<file path="config.mk">
export PLATFORM = sky130hd
export DESIGN_NAME = gpio_edge_irq
export DESIGN_NICKNAME = d
export VERILOG_FILES = /design/src/rtl/gei_pkg.sv /design/src/rtl/gei_sync.sv /design/src/rtl/gei_bank.sv /design/src/rtl/gpio_edge_irq.sv
export SDC_FILE = /design/constraint.sdc
export NUM_CORES = 2
export LEC_CHECK = 0
export CAP_MARGIN = 0
export CORE_MARGIN = 2
export CORE_UTILIZATION = 35
export DETAILED_ROUTE_END_ITERATION = 10
export GPL_TIMING_DRIVEN = 0
export SKIP_LAST_GASP = 1
export SYNTH_ARGS = -nofsm -noshare
export SYNTH_HDL_FRONTEND = slang
export SYNTH_SLANG_ARGS = --single-unit
</file>
<file path="constraint.sdc">
create_clock -name clk -period 2.38 [get_ports clk]
set_input_delay 0.714 -clock clk [delete_from_list [all_inputs] [get_ports clk]]
set_output_delay 0.714 -clock clk [all_outputs]
set_load 0.02 [all_outputs]
</file>
<file path="src/rtl/gei_pkg.sv">
// Shared constants and register-select encoding for the GPIO edge interrupt unit.
// Assumes a 2-bit select field in the low bits of the register address.
package gei_pkg;
    localparam int unsigned SEL_W = 2;

    typedef enum logic [SEL_W-1:0] {
        SEL_RISE_EN = 2'd0,
        SEL_FALL_EN = 2'd1,
        SEL_STATUS  = 2'd2,
        SEL_UNUSED  = 2'd3
    } reg_sel_e;
endpackage

</file>
<file path="src/rtl/gei_sync.sv">
// Two-flop synchroniser with a one-cycle history register per pin.
// Assumes the inputs are asynchronous and that one extra flop of history is
// enough to compare the current and previous synchronised levels.
module gei_sync #(
    parameter int unsigned WIDTH = 32
) (
    input  logic             clk,
    input  logic             rst_n,
    input  logic [WIDTH-1:0] raw_in,
    output logic [WIDTH-1:0] level_now,
    output logic [WIDTH-1:0] level_prev
);
    logic [WIDTH-1:0] meta_q;

    // Capture the raw inputs through two flops, then keep one cycle of history.
    always_ff @(posedge clk) begin
        if (!rst_n) begin
            meta_q     <= '0;
            level_now  <= '0;
            level_prev <= '0;
        end else begin
            meta_q     <= raw_in;
            level_now  <= meta_q;
            level_prev <= level_now;
        end
    end
endmodule

</file>
<file path="src/rtl/gei_bank.sv">
// One bank of pins: rising and falling enables, edge qualification and a
// sticky write-one-to-clear status register. In the same cycle a detected
// edge takes priority over a clear of that bit.
// Assumes the synchronised level and its one-cycle history come from gei_sync.
module gei_bank
    import gei_pkg::*;
#(
    parameter int unsigned WIDTH = 32
) (
    input  logic             clk,
    input  logic             rst_n,
    input  logic [WIDTH-1:0] level_now,
    input  logic [WIDTH-1:0] level_prev,
    input  logic             wr_en,
    input  reg_sel_e         sel,
    input  logic [WIDTH-1:0] wr_data,
    output logic [WIDTH-1:0] rd_data,
    output logic [WIDTH-1:0] status
);
    logic [WIDTH-1:0] rise_en_q;
    logic [WIDTH-1:0] fall_en_q;
    logic [WIDTH-1:0] hit;
    logic [WIDTH-1:0] clr_mask;

    // Qualify each pin's transitions against its two enables.
    always_comb begin
        hit = (level_now & ~level_prev & rise_en_q) |
              (~level_now & level_prev & fall_en_q);
    end

    // Bits that a status write asks to clear this cycle.
    always_comb begin
        clr_mask = (wr_en && sel == SEL_STATUS) ? wr_data : '0;
    end

    // Update the enable registers from bus writes.
    always_ff @(posedge clk) begin
        if (!rst_n) begin
            rise_en_q <= '0;
            fall_en_q <= '0;
        end else if (wr_en) begin
            if (sel == SEL_RISE_EN) rise_en_q <= wr_data;
            if (sel == SEL_FALL_EN) fall_en_q <= wr_data;
        end
    end

    // Sticky status: clear on write-one, set on a qualified edge, edge wins.
    always_ff @(posedge clk) begin
        if (!rst_n) status <= '0;
        else        status <= (status & ~clr_mask) | hit;
    end

    // Read multiplexer for this bank.
    always_comb begin
        unique case (sel)
            SEL_RISE_EN: rd_data = rise_en_q;
            SEL_FALL_EN: rd_data = fall_en_q;
            SEL_STATUS:  rd_data = status;
            default:     rd_data = '0;
        endcase
    end

    // bits written with 1 and not hit by an edge read 0 afterwards.
    assert_w1c_clears_R4: assert property (@(posedge clk) disable iff (!rst_n)
        (wr_en && sel == SEL_STATUS) |=> ((status & $past(wr_data) & ~$past(hit)) == '0));

    // a status bit only rises when a qualified edge was seen.
    assert_set_needs_edge_R3: assert property (@(posedge clk) disable iff (!rst_n)
        1'b1 |=> ((status & ~$past(status) & ~$past(hit)) == '0));

    // without a status write, set bits never drop (enable changes included).
    assert_sticky_R9: assert property (@(posedge clk) disable iff (!rst_n)
        !(wr_en && sel == SEL_STATUS) |=> ((~status & $past(status)) == '0));

    // an edge in the same cycle as a clear leaves the bit set.
    assert_edge_wins_R5: assert property (@(posedge clk) disable iff (!rst_n)
        1'b1 |=> (($past(hit) & ~status) == '0));
endmodule

</file>
<file path="src/rtl/gpio_edge_irq.sv">
// Top of the GPIO edge-detect interrupt unit: NUM_BANKS banks of BANK_W pins,
// a register bus decode, and three level interrupts (pin 0, pin 1, all others).
// Assumes a single clock domain for the bus and synchronous active-low reset.
module gpio_edge_irq
    import gei_pkg::*;
#(
    parameter int unsigned NUM_BANKS = 4,
    parameter int unsigned BANK_W    = 32,
    localparam int unsigned PINS     = NUM_BANKS * BANK_W,
    localparam int unsigned BANK_AW  = (NUM_BANKS > 1) ? $clog2(NUM_BANKS) : 1,
    localparam int unsigned ADDR_W   = BANK_AW + SEL_W
) (
    input  logic              clk,
    input  logic              rst_n,
    input  logic [PINS-1:0]   pins_in,
    input  logic              bus_we,
    input  logic [ADDR_W-1:0] bus_addr,
    input  logic [BANK_W-1:0] bus_wdata,
    output logic [BANK_W-1:0] bus_rdata,
    output logic              irq_pin0,
    output logic              irq_pin1,
    output logic              irq_shared
);
    logic [PINS-1:0]   lvl_now;
    logic [PINS-1:0]   lvl_prev;
    logic [BANK_W-1:0] bank_rd   [NUM_BANKS];
    logic [BANK_W-1:0] bank_stat [NUM_BANKS];
    logic [NUM_BANKS-1:0] bank_any;
    logic [BANK_AW-1:0] bank_idx;
    reg_sel_e           sel;

    // Split the address into bank index and register select.
    always_comb begin
        bank_idx = bus_addr[ADDR_W-1:SEL_W];
        sel      = reg_sel_e'(bus_addr[SEL_W-1:0]);
    end

    gei_sync #(.WIDTH(PINS)) u_sync (
        .clk        (clk),
        .rst_n      (rst_n),
        .raw_in     (pins_in),
        .level_now  (lvl_now),
        .level_prev (lvl_prev)
    );

    for (genvar b = 0; b < NUM_BANKS; b++) begin : g_bank
        logic wr_this;

        // Route the write strobe to the addressed bank only.
        always_comb wr_this = bus_we && (bank_idx == BANK_AW'(b));

        gei_bank #(.WIDTH(BANK_W)) u_bank (
            .clk        (clk),
            .rst_n      (rst_n),
            .level_now  (lvl_now[b*BANK_W +: BANK_W]),
            .level_prev (lvl_prev[b*BANK_W +: BANK_W]),
            .wr_en      (wr_this),
            .sel        (sel),
            .wr_data    (bus_wdata),
            .rd_data    (bank_rd[b]),
            .status     (bank_stat[b])
        );

        // Per-bank contribution to the shared line; pins 0 and 1 are excluded.
        if (b == 0) begin : g_low
            always_comb bank_any[b] = |bank_stat[b][BANK_W-1:2];
        end else begin : g_high
            always_comb bank_any[b] = |bank_stat[b];
        end
    end

    // Select the read data of the addressed bank.
    always_comb begin
        bus_rdata = '0;
        for (int i = 0; i < NUM_BANKS; i++) begin
            if (bank_idx == BANK_AW'(i)) bus_rdata = bank_rd[i];
        end
    end

    // Drive the three level interrupt outputs.
    always_comb begin
        irq_pin0   = bank_stat[0][0];
        irq_pin1   = bank_stat[0][1];
        irq_shared = |bank_any;
    end

    // one cycle after reset is applied, all interrupt lines are low.
    assert_reset_quiet_R8: assert property (@(posedge clk)
        !rst_n |=> !(irq_pin0 || irq_pin1 || irq_shared));
endmodule

</file>
After elaboration in Yosys (flattened, before gate mapping) --
Index checks and enable logic that the tools add are counted.
Word-level totals: memories kept 0, bits in latches 0, logic and storage cells 91, memory bits (writable) 0, register bits after elaboration 768, memory bits (read-only) 0
Operators by class: divide/modulo/power cells 0, equality and inequality tests 5, $mul 0, mux-type cells 12, $add $sub $neg 0, shift-type cells 0, reduce and logical (&&, ||, !) cells 19, bitwise logic cells 40, $lt $le $gt $ge 0
Operator list (count):
- 32-bit bitwise AND | 20
- 32-bit inverter | 12
- 32-bit case mux with 3 select lines | 4
- 32-bit 2-to-1 mux | 8
- 32-bit bitwise OR | 8
- 126-bit OR reduction | 1
- 2-bit AND reduction | 8
- 1-bit logical AND | 8
- 2-bit equality test, second input constant | 3
- 2-bit by 1-bit equality test with 1-bit output, second input constant | 2
- 2-bit zero test | 2

Logic depth before layout (Yosys ltp) --
depth in word-level cells 7, gate-level depth with buffers 7, mapped depth without buffers 4

By module --
Synthesis repeated with hierarchy kept, for this count alone.
Second synthesis, totals: cells, all modules 3254, area, all modules 30415.4 µm²
By module, submodules not included:
- gei_bank | times used 4, area an instance 4749.6 µm², cells each 589
- gei_sync | times used 1, area an instance 10304.9 µm², cells each 810
- gpio_edge_irq | times used 1, area an instance 1112.3 µm², cells each 88

Worst setup path before layout --
No wires, ideal clock.
path type input to output, start point input port bus_addr[2], end point output port bus_rdata[13], required time 1.666 ns, path buffers 2, data arrival time 2.073 ns, stages on the path 6, slack -0.407 ns, cell sequence buf_4 nand2_1 buf_2 o21ai_0 a211o_1 nor3_1
Between the ends: longest elaborated chain between the ends 5, elaborated cells on any way between the ends 8
Ends and longest elaborated chain:
- from (decl) | RTL line gpio_edge_irq.sv:17 | input logic [ADDR_W-1:0] bus_addr,
- 2-bit zero test | RTL line gpio_edge_irq.sv:76 | if (bank_idx == BANK_AW'(i)) bus_rdata = bank_rd[i];
- 32-bit 2-to-1 mux (3 in series) | RTL line gpio_edge_irq.sv:76
- 32-bit 2-to-1 mux (*) | RTL line gpio_edge_irq.sv:76
- to (decl) | RTL line gpio_edge_irq.sv:19 | output logic [BANK_W-1:0] bus_rdata,
Every way passes the cells marked *; elsewhere a longest branch is shown, timed or not.

Worst setup path after layout --
start point register g_bank[1].u_bank.status[16], end point output port irq_shared
Between the ends: longest elaborated chain between the ends 1
Ends and longest elaborated chain:
- from (decl) | RTL line gei_bank.sv:18 | output logic [WIDTH-1:0] status
- from (signal assigned) | RTL line gei_bank.sv:50 | else status <= (status & ~clr_mask) | hit;
- 126-bit OR reduction | RTL line gpio_edge_irq.sv:84 | irq_shared = |bank_any;
- to (decl) | RTL line gpio_edge_irq.sv:22 | output logic irq_shared
No other way between the ends.

==> flow_summary.yaml <==
outcome:
  outcome: "complete, but fails checks"
  violations: "negative setup slack"
placement:
  gp_congestion: 1.01
  hpwl_um: 86700
  dp_slack_ns: -2.15
  placed_cell_area_um2: 33700
  dp.cells: 4775
  io_buffer_count: 168
floorplan:
  die_h_um: 298
  top_level_ports: 202
  coreArea_um2: 85400
  rows: 107
  die-area_um2: 88800
  start_util: 0.354
  die_w_um: 298
synthesis:
  netlist_instances: 3463
  synth.avg_cell_area_um2: 8.73
  yosys_warnings: 0
  synthTopCellsByArea: "dfxtp_1 (51%), a21boi_1 (9.1%), and2_1 (8.0%)"
  ys.flop_type: "dfxtp_1"
  yosysMostFrequentCell: "dfxtp_1"
  yosysUniqueCellTypes: 42
  ys_top_cells_by_count: "dfxtp_1 (768), nand2_1 (599), and2_1 (386)"
  synth-edff-count: 0
  synth.yosys.seq_area_share: 0.508
  synth_top_area_frac: 0.508
  synthesis.nets: 3630
  synth_top_area_cell: "dfxtp_1"
  syn_area_um2: 30200
  synth-seq-cells: 768
  synthArstFlopShare: 0
sta:
  hold_ws_ns: 0.424
  report.final.slew_viol_count: 0
  fin_crit_sh: 1.38
  rsz0062_at_grt: "true"
  setup_slack_ns: -0.915
  finalHoldViolCount: 0
  finClkSkew_ns: 0.0175
  max_slew.worst_pin.slew_ns: 0.956
  relSlewSlack: 0.363
  tns_ns: -22.20
  final-setup-viol-count: 33
  period_needed_ns: 3.30
  fmax_ghz: 0.303
global_route:
  antenna_found_initial: 13
  grt_use_total: 0.260
  grt_max_degree: 14
  grt_pass1_wl_um: 170000
  grt_remaining_overflow: 0
  grt_pass1_vias: 25400
clock_network:
  cts_buffers: 83
  cts_tree: "built"
  htreeDepth: 3
  clock-sinks: 768
  clockRootBuffer: "clkbuf_16"
  hold_buffers: 0
  clk_latency_ns: 0.65
  clkTransAtPathRegs_ns: 0.06
  clock_tree.buffer_depth: 3
layout:
  layout.nets: 3954
  seqCellArea_um2: 15400
  fillers: 8374
  area_delta_synth_final_pct: 30.3
  drive_above_1_share: 0.134
  fin_area_um2: 39400
  multi_input_area_um2: 14300
  stdcell_count: 4999
  fin_util: 0.461
pwr:
  powerDensity_nw_per_um2: 745
  leakage_nw: 14.1
  ir_drop_mv: 0.558
  power_mw: 29.4
route:
  vias: 26800
  dr.pass1.iters: 6
  ant_nets: 0
  routed_wl_um: 119000
  wl_per_cell_um: 23.8
  via_per_inst: 5.37
  remaining_drc_errors: 0
  drt-initial-drc-count: 2774
flow_run:
  maxCapViolations: 0
setup_path:
  crit_fanout: 3
  cpPeakStageDelay_ns: 0.39
  cp_top_family: "simple AND/OR/NAND/NOR gates"
  worstPathRequired_ns: 1.67
  cp-end-kind: "output port"
  crit_path_start_kind: "register"
  crit_chain: "nor4_4 > nand4_1 > nor4_1 > nand2_1 > buf_6"
  crit_type: "register to output port"
  path_buf_inv: 1
  slowest_stage: "nor4_4"
  arrival_ns: 2.58
hold_path:
  hold_class: "register to register"
-- sequential cells by signal (all words and copies together) (netlist names) --
signal / cells
g_bank.u_bank.fall_en_q: 128
g_bank.u_bank.rise_en_q: 128
g_bank.u_bank.status: 128
u_sync.level_now: 128
u_sync.level_prev: 128
u_sync.meta_q: 128
-- per-layer routing --
metal | wire, µm | vias to the layer above | global-route usage
li1 | - | 12300 | -
met1 | 48500 | 13000 | 0.338
met2 | 53000 | 1247 | 0.405
met3 | 11000 | 304 | 0.0575
met4 | 6490 | 12 | 0.136
met5 | 104 | - | 0
-- logic make-up after synthesis --
kind of cell    Yosys count  share of synthesized area
flops                   768                      0.508
compound gates          837                      0.190
mux                     106                     0.0356
simple gates           1263                      0.201
buf+inv                 489                     0.0659
-- what timing repair did --
item	in CTS	in global routing
endpoints found under the hold margin	0	0
gates resized for setup	537	87
pin swaps	83	74
gates cloned	16	2
setup buffers	23	38
setup endpoints to repair	87	48
-- cell type report --
cell class | count | share of cell area
diodes | 9 | 0.000571
plain buffers | 246 | 0.0456
clock buffers | 125 | 0.0636
clock inverters | 19 | 0.00651
inverters | 241 | 0.0234
multi-input cells | 2206 | 0.363
flip-flops and latches | 768 | 0.390
well taps | 1144 | 0.0363
repair buffers | 241 | 0.0704
-- layout by cell type, fill, tap and decap left out, types with 9 or more instances in the layout --
master,instances
clkdlybuf4s50_1,129
buf_2,27
a211oi_1,20
mux2i_2,17
a31oi_1,128
a211o_1,9
a21boi_1,368
buf_4,36
o21ai_0,85
o221ai_4,29
buf_8,16
clkbuf_1,167
dfxtp_1,765
buf_6,56
nor2b_1,13
clkinv_2,10
a21boi_0,16
nor3_4,10
mux2i_1,62
o221ai_1,20
a21oi_1,27
buf_12,32
o221ai_2,20
nor4_1,28
o21ai_2,16
clkbuf_8,27
mux2i_4,14
and2_1,386
diode_2,9
nand4_1,28
clkbuf_16,97
nor4_2,9
inv_1,239
nand2_1,597
buf_16,13
a21oi_2,16
nor3_1,51
nor2_1,105
o21ai_1,59
a221o_1,9
-- report_power, final --
part           internal, mW  total [mW]  switching [mW]
registers              13.2        13.4           0.196
clock network          7.89        13.3            5.41
logic                  1.14        2.68            1.54
-- path summary, 6_finish.rpt --
kind                                                  to                                        start  slack (ns)  depth (start not counted)
hold / removal           u_sync.level_now[73]$_SDFF_PN0_                 u_sync.meta_q[73]$_SDFF_PN0_        0.42                          1
hold reg to reg          u_sync.level_now[73]$_SDFF_PN0_                 u_sync.meta_q[73]$_SDFF_PN0_        0.42                          1
setup reg to reg  g_bank[3].u_bank.status[11]$_SDFF_PN0_  g_bank[3].u_bank.fall_en_q[11]$_SDFFE_PN0P_        1.36                          4
setup / recovery                              irq_shared       g_bank[1].u_bank.status[16]$_SDFF_PN0_       -0.92                          5
Note: power is estimated with default switching activity, not from simulation.
